[src/rtl/xcvr_pkg.sv]
package xcvr_pkg;
  typedef struct packed {
    logic drvOn;
    logic rxOn;
    logic rxForceHigh;
  } xcvrStrobe_t;
endpackage

[src/rtl/xcvr_ctrl.sv]
module xcvr_ctrl
  import xcvr_pkg::*;
#(
  parameter int TEMP_W = 8,
  parameter int HOT_C  = 150,
  parameter int COOL_C = 140
) (
  input  logic              clk,
  input  logic              rstN,
  input  logic              drvEn,
  input  logic              rcvEnN,
  input  logic [TEMP_W-1:0] dieTemp,
  input  logic              logicPwrOk,
  input  logic              busPwrOk,
  output xcvrStrobe_t       strobe
);
  localparam logic [TEMP_W-1:0] HOT_LIM  = TEMP_W'(HOT_C);
  localparam logic [TEMP_W-1:0] COOL_LIM = TEMP_W'(COOL_C);

  logic hotFlag;
  logic tooHot;
  logic cooled;

  assign tooHot = (dieTemp >= HOT_LIM);
  assign cooled = (dieTemp <= COOL_LIM);

  always_ff @(posedge clk or negedge rstN) begin
    if (!rstN) begin
      hotFlag <= 1'b0;
    end else if (tooHot) begin
      hotFlag <= 1'b1;
    end else if (cooled) begin
      hotFlag <= 1'b0;
    end
  end

  always_comb begin
    strobe.drvOn       = drvEn & logicPwrOk & busPwrOk & ~hotFlag;
    strobe.rxOn        = ~rcvEnN & logicPwrOk;
    strobe.rxForceHigh = ~busPwrOk;
  end

  // hot sample sets the flag at the next edge
  a_r8_trip: assert property (@(posedge clk) disable iff (!rstN)
    (dieTemp >= HOT_LIM) |=> hotFlag);
  // cool sample clears the flag at the next edge
  a_r8_clear: assert property (@(posedge clk) disable iff (!rstN)
    (dieTemp <= COOL_LIM) |=> !hotFlag);
  // hysteresis window keeps the state
  a_r8_hold: assert property (@(posedge clk) disable iff (!rstN)
    (dieTemp > COOL_LIM && dieTemp < HOT_LIM) |=> (hotFlag == $past(hotFlag)));
  // a set flag keeps the driver off
  a_r8_gate: assert property (@(posedge clk) disable iff (!rstN)
    hotFlag |-> !strobe.drvOn);
endmodule

[src/rtl/xcvr_datapath.sv]
module xcvr_datapath
  import xcvr_pkg::*;
#(
  parameter int MV_W  = 16,
  parameter int HI_MV = -30,
  parameter int LO_MV = -200
) (
  input  logic                   clk,
  input  logic                   rstN,
  input  xcvrStrobe_t            strobe,
  input  logic                   txBit,
  input  logic signed [MV_W-1:0] diffMv,
  input  logic                   lineOpen,
  output logic [1:0]             drvVal,
  output logic [1:0]             drvOe,
  output logic                   rxBit,
  output logic                   rxOe,
  output logic                   rxUndef
);
  localparam logic signed [MV_W-1:0] HI_LIM = MV_W'(HI_MV);
  localparam logic signed [MV_W-1:0] LO_LIM = MV_W'(LO_MV);

  // pin 0 noninverting, pin 1 inverting
  for (genvar pin = 0; pin < 2; pin++) begin : g_pin
    localparam logic FLIP = (pin == 1);
    assign drvOe[pin]  = strobe.drvOn;
    assign drvVal[pin] = strobe.drvOn & (txBit ^ FLIP);
  end

  logic heldBit;

  always_comb begin
    rxOe    = strobe.rxOn;
    rxUndef = 1'b0;
    rxBit   = 1'b1;
    if (strobe.rxOn) begin
      if (strobe.rxForceHigh || lineOpen) begin
        rxBit = 1'b1;
      end else if (diffMv >= HI_LIM) begin
        rxBit = 1'b1;
      end else if (diffMv <= LO_LIM) begin
        rxBit = 1'b0;
      end else begin
        rxUndef = 1'b1;
        rxBit   = heldBit;
      end
    end
  end

  always_ff @(posedge clk or negedge rstN) begin
    if (!rstN) begin
      heldBit <= 1'b1;
    end else if (rxOe && !rxUndef) begin
      heldBit <= rxBit;
    end
  end

  // an enabled pair is complementary
  a_r1_complement: assert property (@(posedge clk) disable iff (!rstN)
    (drvOe == 2'b11) |-> (drvVal[0] != drvVal[1]));
  // the band flag never shows on a tristated receiver
  a_r4_flag_needs_oe: assert property (@(posedge clk) disable iff (!rstN)
    rxUndef |-> rxOe);
  // an open line never reports the band
  a_r7_open_high: assert property (@(posedge clk) disable iff (!rstN)
    (rxOe && lineOpen) |-> (rxBit && !rxUndef));
endmodule

[src/rtl/bus_xcvr_ctrl.sv]
module bus_xcvr_ctrl
  import xcvr_pkg::*;
#(
  parameter int MV_W   = 16,
  parameter int TEMP_W = 8,
  parameter int HI_MV  = -30,
  parameter int LO_MV  = -200,
  parameter int HOT_C  = 150,
  parameter int COOL_C = 140
) (
  input  logic                   clk,
  input  logic                   rstN,
  input  logic                   txBit,
  input  logic                   drvEn,
  input  logic                   rcvEnN,
  input  logic signed [MV_W-1:0] diffMv,
  input  logic                   lineOpen,
  input  logic [TEMP_W-1:0]      dieTemp,
  input  logic                   logicPwrOk,
  input  logic                   busPwrOk,
  output logic                   drvPos,
  output logic                   drvNeg,
  output logic                   drvPosOe,
  output logic                   drvNegOe,
  output logic                   rxBit,
  output logic                   rxOe,
  output logic                   rxUndef
);
  xcvrStrobe_t strobe;
  logic [1:0]  drvVal;
  logic [1:0]  drvOe;

  xcvr_ctrl #(.TEMP_W(TEMP_W), .HOT_C(HOT_C), .COOL_C(COOL_C)) uCtrl (
    .clk(clk), .rstN(rstN), .drvEn(drvEn), .rcvEnN(rcvEnN),
    .dieTemp(dieTemp), .logicPwrOk(logicPwrOk), .busPwrOk(busPwrOk),
    .strobe(strobe)
  );

  xcvr_datapath #(.MV_W(MV_W), .HI_MV(HI_MV), .LO_MV(LO_MV)) uPath (
    .clk(clk), .rstN(rstN), .strobe(strobe), .txBit(txBit),
    .diffMv(diffMv), .lineOpen(lineOpen), .drvVal(drvVal), .drvOe(drvOe),
    .rxBit(rxBit), .rxOe(rxOe), .rxUndef(rxUndef)
  );

  assign drvPos   = drvVal[0];
  assign drvNeg   = drvVal[1];
  assign drvPosOe = drvOe[0];
  assign drvNegOe = drvOe[1];

  // disabled driver is off
  a_r2_drv_off: assert property (@(posedge clk) disable iff (!rstN)
    !drvEn |-> (!drvPosOe && !drvNegOe));
  // no bus supply, no drive
  a_r3_bus_loss: assert property (@(posedge clk) disable iff (!rstN)
    !busPwrOk |-> (!drvPosOe && !drvNegOe));
  // receiver disabled is tristated
  a_r4_rx_off: assert property (@(posedge clk) disable iff (!rstN)
    rcvEnN |-> (!rxOe && !rxUndef));
  // band keeps the previous definite value
  a_r6_band_hold: assert property (@(posedge clk) disable iff (!rstN)
    (rxUndef && $past(rstN) && $past(rxOe && !rxUndef)) |-> (rxBit == $past(rxBit)));
  // bus supply lost with receiver on reads high
  a_r9_bus_loss_high: assert property (@(posedge clk) disable iff (!rstN)
    (!busPwrOk && logicPwrOk && !rcvEnN) |-> (rxOe && rxBit && !rxUndef));
  // logic supply lost tristates everything
  a_r10_logic_loss: assert property (@(posedge clk) disable iff (!rstN)
    !logicPwrOk |-> (!drvPosOe && !drvNegOe && !rxOe));
endmodule

[config.mk]
export PLATFORM = sky130hd
export DESIGN_NAME = bus_xcvr_ctrl
export DESIGN_NICKNAME = d
export VERILOG_FILES = /design/src/rtl/xcvr_pkg.sv /design/src/rtl/xcvr_ctrl.sv /design/src/rtl/xcvr_datapath.sv /design/src/rtl/bus_xcvr_ctrl.sv
export SDC_FILE = /design/constraint.sdc
export NUM_CORES = 1
export LEC_CHECK = 0
export CORE_AREA = 5 5 42 44
export DETAILED_ROUTE_END_ITERATION = 12
export DIE_AREA = 0 0 47 49
export PLACE_DENSITY = 0.69
export SKIP_CTS_REPAIR_TIMING = 1
export SLEW_MARGIN = 15
export SYNTH_ARGS = -nofsm -noshare
export SYNTH_HDL_FRONTEND = slang
export SYNTH_SLANG_ARGS = --single-unit
[constraint.sdc]
create_clock -name clk -period 1.7 [get_ports clk]
set_input_delay 0.17 -clock clk [delete_from_list [all_inputs] [get_ports clk]]
set_output_delay 0.17 -clock clk [all_outputs]
set_load 0.05 [all_outputs]
---- Word level (Yosys, flattened, before mapping) ----
Index checks and enable logic that the tools add are counted.
Widths: inputs -> output; s select.
cells by class
  bitwise gates (word level) .............. 10
  multiplexer cells ....................... 10
  magnitude comparators ................... 4
  reductions and logical operators ........ 4
operators by type and width
  cell                 count
  $ge 16x6->1 const B  1
  $le 16x9->1 const B  1
  $mux 1               10
  $ge 8x8->1 const B   1
  $le 8x8->1 const B   1
  $and 1x1->1          6
  $not 1->1            4
  $reduce_bool 2->1    1
  $logic_and 1x1->1    1
  $logic_not 1->1      1
  $logic_or 1x1->1     1
word-level totals
  logic and storage cells ................. 30
  output and inout port bits .............. 7
  register bits ........................... 2
  bits of input ports ..................... 32

---- Depth between registers and ports, before layout ----
Gate-level depths: netlist (run 1).
  depth after elaboration ................. 7
  depth in mapped cells ................... 4
  gate-level depth less buffers ........... 4

---- Hierarchy ----
Synthesis (run 1) repeated with hierarchy kept, for this count alone.
second synthesis, totals
  cell total of the unflattened synthesis .. 35
  area, all modules ....................... 257.7 um2
modules (own cells, without submodules)
  module         sequential area each (um2)  area an instance (um2)  times used  cells an instance
  xcvr_datapath  26.3                        178.9                   1           24
  xcvr_ctrl      25.0                        78.8                    1           11

---- Least setup slack after synthesis (run 1) ----
OpenSTA, ideal clock, no wires.
  kind .................................... reg2out
  start ................................... reg uCtrl.hotFlag
  end ..................................... out drvNeg
  arrival time ............................ 1.753 ns
  required time ........................... 1.530 ns
  stages on the path, launching flop included .. 3
  buffers on the path ..................... 0
  slack ................................... -0.223 ns
  cell sequence ........................... dfrtp_1 -> and4b_1 -> nor2b_1
on the way
  word-level cells in the longest chain between the ends .. 3
ends and longest elaborated chain
  what                      RTL line             RTL
  start: declaration        xcvr_ctrl.sv:20      logic hotFlag;
  start signal: assignment  xcvr_ctrl.sv:29      hotFlag <= 1'b0;
  start signal: assignment  xcvr_ctrl.sv:31      hotFlag <= 1'b1;
  start signal: assignment  xcvr_ctrl.sv:33      hotFlag <= 1'b0;
  $not 1->1                 xcvr_ctrl.sv:38      strobe.drvOn = drvEn & logicPwrOk & busPwrOk & ~hotFlag;
  $and 1x1->1               xcvr_ctrl.sv:38
  named net drvNegOe        bus_xcvr_ctrl.sv:24  output logic drvNegOe,
  $and 1x1->1               xcvr_datapath.sv:27  assign drvVal[pin] = strobe.drvOn & (txBit ^ FLIP);
  end: declaration          bus_xcvr_ctrl.sv:22  output logic drvNeg,
The timed path passes the listed nets, and every way through them passes these cells.

---- Worst setup path after layout (run 1) ----
  start ................................... in diffMv[15]
  end ..................................... out rxBit
on the way
  word-level cells in the longest chain between the ends .. 5
  elaborated cells between the ends (all ways) .. 6
  classes of those cells .................. order compare (2); mux (4)
ends and longest elaborated chain
  what                RTL line             RTL
  start: declaration  bus_xcvr_ctrl.sv:16  input logic signed [MV_W-1:0] diffMv,
  $le 16x9->1         xcvr_datapath.sv:41  end else if (diffMv <= LO_LIM) begin
  $mux 1              xcvr_datapath.sv:41
  $mux 1 (*)          xcvr_datapath.sv:39  end else if (diffMv >= HI_LIM) begin
  $mux 1 (*)          xcvr_datapath.sv:37  if (strobe.rxForceHigh || lineOpen) begin
  $mux 1 (*)          xcvr_datapath.sv:36  if (strobe.rxOn) begin
  end: declaration    bus_xcvr_ctrl.sv:25  output logic rxBit,
Every way passes the cells marked *; elsewhere a longest branch is shown, timed or not.

==> metrics.log, run 1 <==
[metrics] initial antenna violation count: 0
[metrics] cell family contributing the most delay on the critical path: buffers and inverters
[metrics] worst path arrival time: 1.51 ns
[metrics] Hold Violations, Final: 0
[metrics] post-synthesis async set-or-reset flop share: 1.000
[metrics] total number of clock tree sinks: 2
[metrics] count of TritonRoute iterations in the first routing pass: 2
[metrics] final estimated routing congestion in global placement: 0.6861
[metrics] share of the clock period used by the worst path: 0.9886
[metrics] buffer levels on the longest clock path: 2
[metrics] Gate power share: 0.453
[metrics] placeable core area: 1401 um2
[metrics] Post-Syn Nets: 69
[metrics] final count of negative-setup-slack endpoints: 0
[metrics] register area: 51.30 um2
[metrics] number of warning messages in the yosys log: 0
[metrics] portion of synthesized cell area occupied by the leading cell type: 0.1050
[metrics] TritonCTS clock tree: done
[metrics] Max Clock Skew: 0 ns
[metrics] per-cell via count in the routed design: 4.890
[metrics] vias in the first global route: 408
[metrics] Max Slew Vio Count: 0
[metrics] Switching Fraction: 0.2773
[metrics] leading cell types by total area after synthesis: dfstp_2 (11%), dfrtp_1 (10%), nand2_1 (7.5%)
[metrics] clock insertion delay at the later pin of the skew report: 0.23 ns
[metrics] CP Max Fanout: 2
[metrics] Max-cap violations: 0
[metrics] sequential cell area fraction in the yosys report: 0.2050
[metrics] first-pass GRT wire length: 1656 um
[metrics] multi-input combinational cell area: 231.5 um2
[metrics] total leakage power: 0.4029 nW
[metrics] number of buffers added by the clock tree synthesis step: 3
[metrics] buffer and inverter count on the worst path: 2
[metrics] synthesized instance count: 37
[metrics] power share of the sequential group: 0.163
[metrics] Max Clk Rate: 595.0 MHz
[metrics] ratio of cells with drive above 1 in the final layout: 0.2976
[metrics] diodes inserted: 0
[metrics] net switching power of the design: a little under 0.09 mW
[metrics] relative contribution of the clock network to total power: 0.384
[metrics] final cell area excluding filler cells: ~850 um2
[metrics] average wire per cell in the routed design: between 10 and 15 um
[metrics] cell row count: 14
[metrics] result of the run: completed
[metrics] type of element capturing the critical path: primary output
[metrics] critical path type: input pin to primary output
[metrics] Most used DFF post-synth: dfstp_2
[metrics] die outline area: about 2300 um2
[metrics] grt ovf: 0
[metrics] Worst-Margin Slew: 0.3723 ns
[metrics] required time worst endpoint: 1.53 ns
[metrics] Antenna Violating Nets Remaining: 0
[metrics] overall die width: between 40 and 50 um
[metrics] most used standard cells in the synthesized netlist: nand2_1 (5), nor2_1 (5), nand3_1 (3)
[metrics] setup repair after global routing missed its margin: yes
[metrics] chip height: between 40 and 50 um
[metrics] Starting Density: 0.1786
[metrics] Pwr per Cell Area: 375.3 nW/um2
[metrics] cell type with the highest aggregate area in the netlist: dfstp_2
[metrics] Synth Register Bits: 2
[metrics] Hold Crit Class: input pin to asynchronous set/reset pin
[metrics] H-tree depth: 1
[metrics] Total Nets Final: 117
[metrics] CTS root buffer: clkbuf_4
[metrics] clock slew at the register clock pins of the worst setup and hold paths: 0.03 ns
[metrics] Cell Int Power: ~0.23 mW
[metrics] synthesized area per cell: 6.763 um2
[metrics] total power consumption of the routed design: 0.3193 mW
[metrics] total length of routed wires: roughly 1300 um
[metrics] post-route DRC violation count: 0
[metrics] relative area change from synthesis to final layout: 240.0%
[metrics] longest individual stage delay on the worst path: 0.48 ns
[metrics] Overall Global Routing Usage: 0.1021
[metrics] number of placed I/O pins: 39
[metrics] Initial DRC Count: 1
[metrics] post-route minimum period: 1.681 ns
[metrics] HPWL after detailed placement: between 1000 and 1500 um
[metrics] worst vdd ir: 200.1 uV
[metrics] Area after DPL: 743.2 um2
[metrics] Post-Syn Area: roughly 250 um2
[metrics] number of filler instances in the final layout: 122
[metrics] worst-path cell with the longest stage delay: clkdlybuf4s50_1
[metrics] worst slew margin relative to its limit: 0.7495
[metrics] count of unique library cells instantiated by Yosys: 23
[metrics] detailed-route via count: 489
[metrics] largest net degree at the start of global routing: 5
[metrics] EDFF count, synth: 0
[metrics] critical-path cell list: clkdlybuf4s50_1 -> and3_1 -> nand3_2 -> o311ai_2 -> nand2_1 -> buf_12
[metrics] Worst setup SP type: input pin
[metrics] total of buffers placed on input and output ports: 38
## routing by layer
metal,vias up,GRT usage,share of wire
met5,-,0,0
met4,0,0.08295,0.021
met1,220,0.1011,0.36
met3,3,0.04428,0.13
met2,28,0.1561,0.49
li1,238,-,-
## cell families (layout without fill, tap and decap cells)
logic type	Yosys count	after routing	synth area share
buffers and inverters	2	49	0.04500
AO/OA/AOI/OAI	8	8	0.2150
AND/OR/NAND/NOR	25	25	0.5350
flip-flops	2	2	0.2050
## registers in the layout, indices dropped and copies added (netlist names)
| register | count |
|---|---|
| uCtrl.hotFlag | 1 |
| uPath.heldBit | 1 |
## per-stage QoR
step / std cells / util / hold WS [ns] / setup WS (ns) / setup TNS, ns
detailed placement: 93 / 0.5304 / 0.3486 / -0.05753 / -0.08003
global placement: 93 / 0.5304 / 0.3469 / -0.01484 / -0.02845
floorplan: 37 / - / -0.1256 / 0.05319 / 0
finish: 100 / 0.6071 / 0.09994 / 0.01941 / 0
CTS: 97 / 0.5491 / 0.09653 / -0.06576 / -0.08931
global route: 100 / 0.6071 / 0.1152 / -0.08758 / -0.08758
## power groups by stage
stage               clock (mW)  sequential (mW)  combinational, mW
floorplan                    0           0.0519             0.0346
global placement             0           0.0525              0.136
detailed placement           0           0.0525              0.138
CTS                      0.129           0.0520              0.138
global route             0.129           0.0524              0.153
finish                   0.123           0.0520              0.145
## final timing paths
check,depth (start not counted),to,slack (ns),start
worst min-delay path,1,uCtrl.hotFlag$_DFFE_PN0P_,0.1,rstN
worst max register to register,4,uCtrl.hotFlag$_DFFE_PN0P_,0.89,uCtrl.hotFlag$_DFFE_PN0P_
min in group clk,5,uPath.heldBit$_DFFE_PN1P_,0.43,diffMv[2]
max in group asynchronous,1,uPath.heldBit$_DFFE_PN1P_,1.39,rstN
worst min register to register,2,uPath.heldBit$_DFFE_PN1P_,0.50,uPath.heldBit$_DFFE_PN1P_
worst max-delay path,6,rxBit,0.02,diffMv[15]
## layout make-up
type,count,area share
clock buffers,4,0.03088
inverters,1,0.004412
multi-input cells,33,0.2721
flip-flops and latches,2,0.06029
well taps,16,0.02353
repair buffers,44,0.6088
## cells in the final DEF, fill, tap and decap left out, types with 2 or more instances in the layout
master | Yosys | layout
dlymetal6s2s_1 | 0 | 9
nand4_1 | 2 | 2
buf_12 | 0 | 7
o21ai_0 | 2 | 2
clkbuf_4 | 0 | 3
nand2_1 | 5 | 5
nor2_1 | 5 | 4
nand3_1 | 3 | 2
clkdlybuf4s50_1 | 0 | 22
buf_4 | 1 | 6
Note: power is estimated with default switching activity, not from simulation.
==> run 2: changes to the inputs <==
- CORE_AREA: 5 5 42 44 -> 3 3 40 42
- DIE_AREA: 0 0 47 49 -> 0 0 43 45
==> metrics.log, run 2 (synthesized netlist as in run 1, its figures left out) <==
[metrics] number of buffers added by the clock tree synthesis step: 3 (unchanged)
[metrics] relative area change from synthesis to final layout: 245.0%
[metrics] vias in the first global route: 391 (-4.2%)
[metrics] final count of negative-setup-slack endpoints: 0 (unchanged)
[metrics] largest registers: uCtrl.hotFlag x1, uPath.heldBit x1
[metrics] CTS root buffer: clkbuf_4
[metrics] die outline area: 1935 um2 (-16%)
[metrics] HPWL after detailed placement: 889.2 um (-14%)
[metrics] per-cell via count in the routed design: 4.833 (-1.2%)
[metrics] most common cell after layout, fill and taps aside: clkdlybuf4s50_1
[metrics] Antenna Violating Nets Remaining: 0 (unchanged)
[metrics] TritonCTS clock tree: done
[metrics] number of placed I/O pins: 39 (unchanged)
[metrics] clock insertion delay at the later pin of the skew report: 0.23 ns (about the same)
[metrics] ratio of cells with drive above 1 in the final layout: 0.2963 (-0.001323)
[metrics] Overall Global Routing Usage: 0.1041 (+0.001967)
[metrics] largest net degree at the start of global routing: 5 (unchanged)
[metrics] worst slew margin relative to its limit: 0.7761 (+0.02662)
[metrics] number of filler instances in the final layout: 106 (-13%)
[metrics] Total Nets Final: 114 (-2.6%)
[metrics] Max-cap violations: 0 (unchanged)
[metrics] Worst setup SP type: input pin
[metrics] Worst-Margin Slew: 0.3348 ns (-0.03750 ns)
[metrics] critical path type: input pin to primary output
[metrics] buffer levels on the longest clock path: 2 (unchanged)
[metrics] longest individual stage delay on the worst path: 0.49 ns (about the same)
[metrics] critical-path cell list: clkdlybuf4s50_1 -> and3_1 -> nand3_2 -> o311ai_4 -> nand2_1 -> buf_12
[metrics] Pwr per Cell Area: 367.5 nW/um2 (-2.1%)
[metrics] clock slew at the register clock pins of the worst setup and hold paths: 0.04 ns (about the same)
[metrics] worst-path cell with the longest stage delay: clkdlybuf4s50_1
[metrics] total power consumption of the routed design: 0.3173 mW (-0.64%)
[metrics] type of element capturing the critical path: primary output
[metrics] Max Slew Vio Count: 0 (unchanged)
[metrics] buffer and inverter count on the worst path: 2 (unchanged)
[metrics] share of the clock period used by the worst path: 0.9738 (-0.01474)
[metrics] average wire per cell in the routed design: 12.19 um (-4.9%)
[metrics] placeable core area: 1285 um2 (-8.3%)
[metrics] multi-input combinational cell area: 265.3 um2 (+15%)
[metrics] Hold Violations, Final: 0 (unchanged)
[metrics] detailed-route via count: 464 (-5.1%)
[metrics] final estimated routing congestion in global placement: 0.7527 (+9.7%)
[metrics] Starting Density: 0.1947 (+0.01617)
[metrics] total number of clock tree sinks: 2 (unchanged)
[metrics] post-route DRC violation count: 0 (unchanged)
[metrics] CP Max Fanout: 2 (unchanged)
[metrics] diodes inserted: 0 (unchanged)
[metrics] initial antenna violation count: 0 (unchanged)
[metrics] Max Clk Rate: 604.0 MHz (+1.5%)
[metrics] register area: 51.30 um2 (unchanged)
[metrics] Max Clock Skew: 0 ns (unchanged)
[metrics] Hold Crit Class: input pin to asynchronous set/reset pin
[metrics] total length of routed wires: 1170 um (-8.7%)
[metrics] worst vdd ir: 303.7 uV (+52%)
[metrics] fin worst setup slack: 0.04447 ns (+0.02506 ns)
[metrics] highest-count cells in the layout ignoring fill and taps: clkdlybuf4s50_1 (21), dlymetal6s2s_1 (10), buf_12 (7)
[metrics] H-tree depth: 1 (unchanged)
[metrics] count of TritonRoute iterations in the first routing pass: 2 (unchanged)
[metrics] cell family contributing the most delay on the critical path: buffers and inverters
[metrics] result of the run: completed
[metrics] overall die width: 43 um (-8.5%)
[metrics] total of buffers placed on input and output ports: 38 (unchanged)
[metrics] first-pass GRT wire length: 1545 um (-6.7%)
[metrics] setup repair after global routing missed its margin: yes
[metrics] chip height: 45 um (-8.2%)
[metrics] worst path arrival time: 1.49 ns (-0.02 ns)
[metrics] post-placement worst setup slack: -0.01766 ns (+0.03987 ns)
[metrics] Initial DRC Count: 4 (+3)
[metrics] post-route minimum period: 1.656 ns (-0.02506 ns)
[metrics] total leakage power: 0.4204 nW (+4.3%)
[metrics] cell row count: 13 (-1)
[metrics] required time worst endpoint: 1.53 ns (about the same)
[metrics] grt ovf: 0 (unchanged)
## run 2: power breakdown
part	internal (mW)	total, mW	switching, mW
clock	0.0874	0.118	0.0310
combinational	0.0923	0.147	0.0543
sequential	0.0505	0.0521	0.00166
total	0.230	0.317	0.0870
## run 2: final cells by class
class                           instances  area share
Timing Repair Buffer                   41      0.5768
Multi-Input combinational cell         33      0.3072
Sequential cell                         2     0.05942
Clock buffer                            4     0.03043
Tap cell                               15     0.02174
Inverter                                1    0.004348
## run 2: per-stage QoR
step / utilization / setup TNS, ns / hold slack [ns] / area, um2 / cells
after detailed placement: 0.5774 / -0.03269 / 0.3395 / 742.0 / 92
final: 0.6719 / 0 / 0.1022 / 863.3 / 96
after floorplan: - / 0 / -0.1256 / 257.7 / 37
after global placement: 0.5774 / -0.04977 / 0.3384 / 742.0 / 92
after CTS: 0.5979 / -0.06560 / 0.09150 / 768.2 / 96
after global routing: 0.6719 / -0.1197 / 0.1039 / 863.3 / 96
## run 2: worst paths after layout
| kind | to | startpoint | slack (ns) | cells after the start |
|---|---|---|---|---|
| max in group asynchronous | uPath.heldBit$_DFFE_PN1P_ | rstN | 1.39 | 1 |
| setup / recovery | rxBit | diffMv[15] | 0.04 | 6 |
| hold / removal | uCtrl.hotFlag$_DFFE_PN0P_ | rstN | 0.10 | 1 |
| hold reg to reg | uPath.heldBit$_DFFE_PN1P_ | uPath.heldBit$_DFFE_PN1P_ | 0.52 | 2 |
| setup reg to reg | uCtrl.hotFlag$_DFFE_PN0P_ | uCtrl.hotFlag$_DFFE_PN0P_ | 0.88 | 4 |
| min in group clk | uPath.heldBit$_DFFE_PN1P_ | diffMv[8] | 0.42 | 5 |
## run 2: metal layers
| layer | GRT usage | vias up | share of wire |
|---|---|---|---|
| li1 | - | 229 | - |
| met5 | 0 | - | 0 |
| met4 | 0.03614 | 0 | 0 |
| met1 | 0.1349 | 216 | 0.41 |
| met2 | 0.1617 | 19 | 0.51 |
| met3 | 0.03586 | 0 | 0.078 |
## run 2: worst register-to-register path, cell delays in order, from the launching register on
cell and delay, ns:
dfrtp_1 0.38, o211ai_1 0.09, nand2_1 0.07, nand2_1 0.07, a31oi_1 0.07
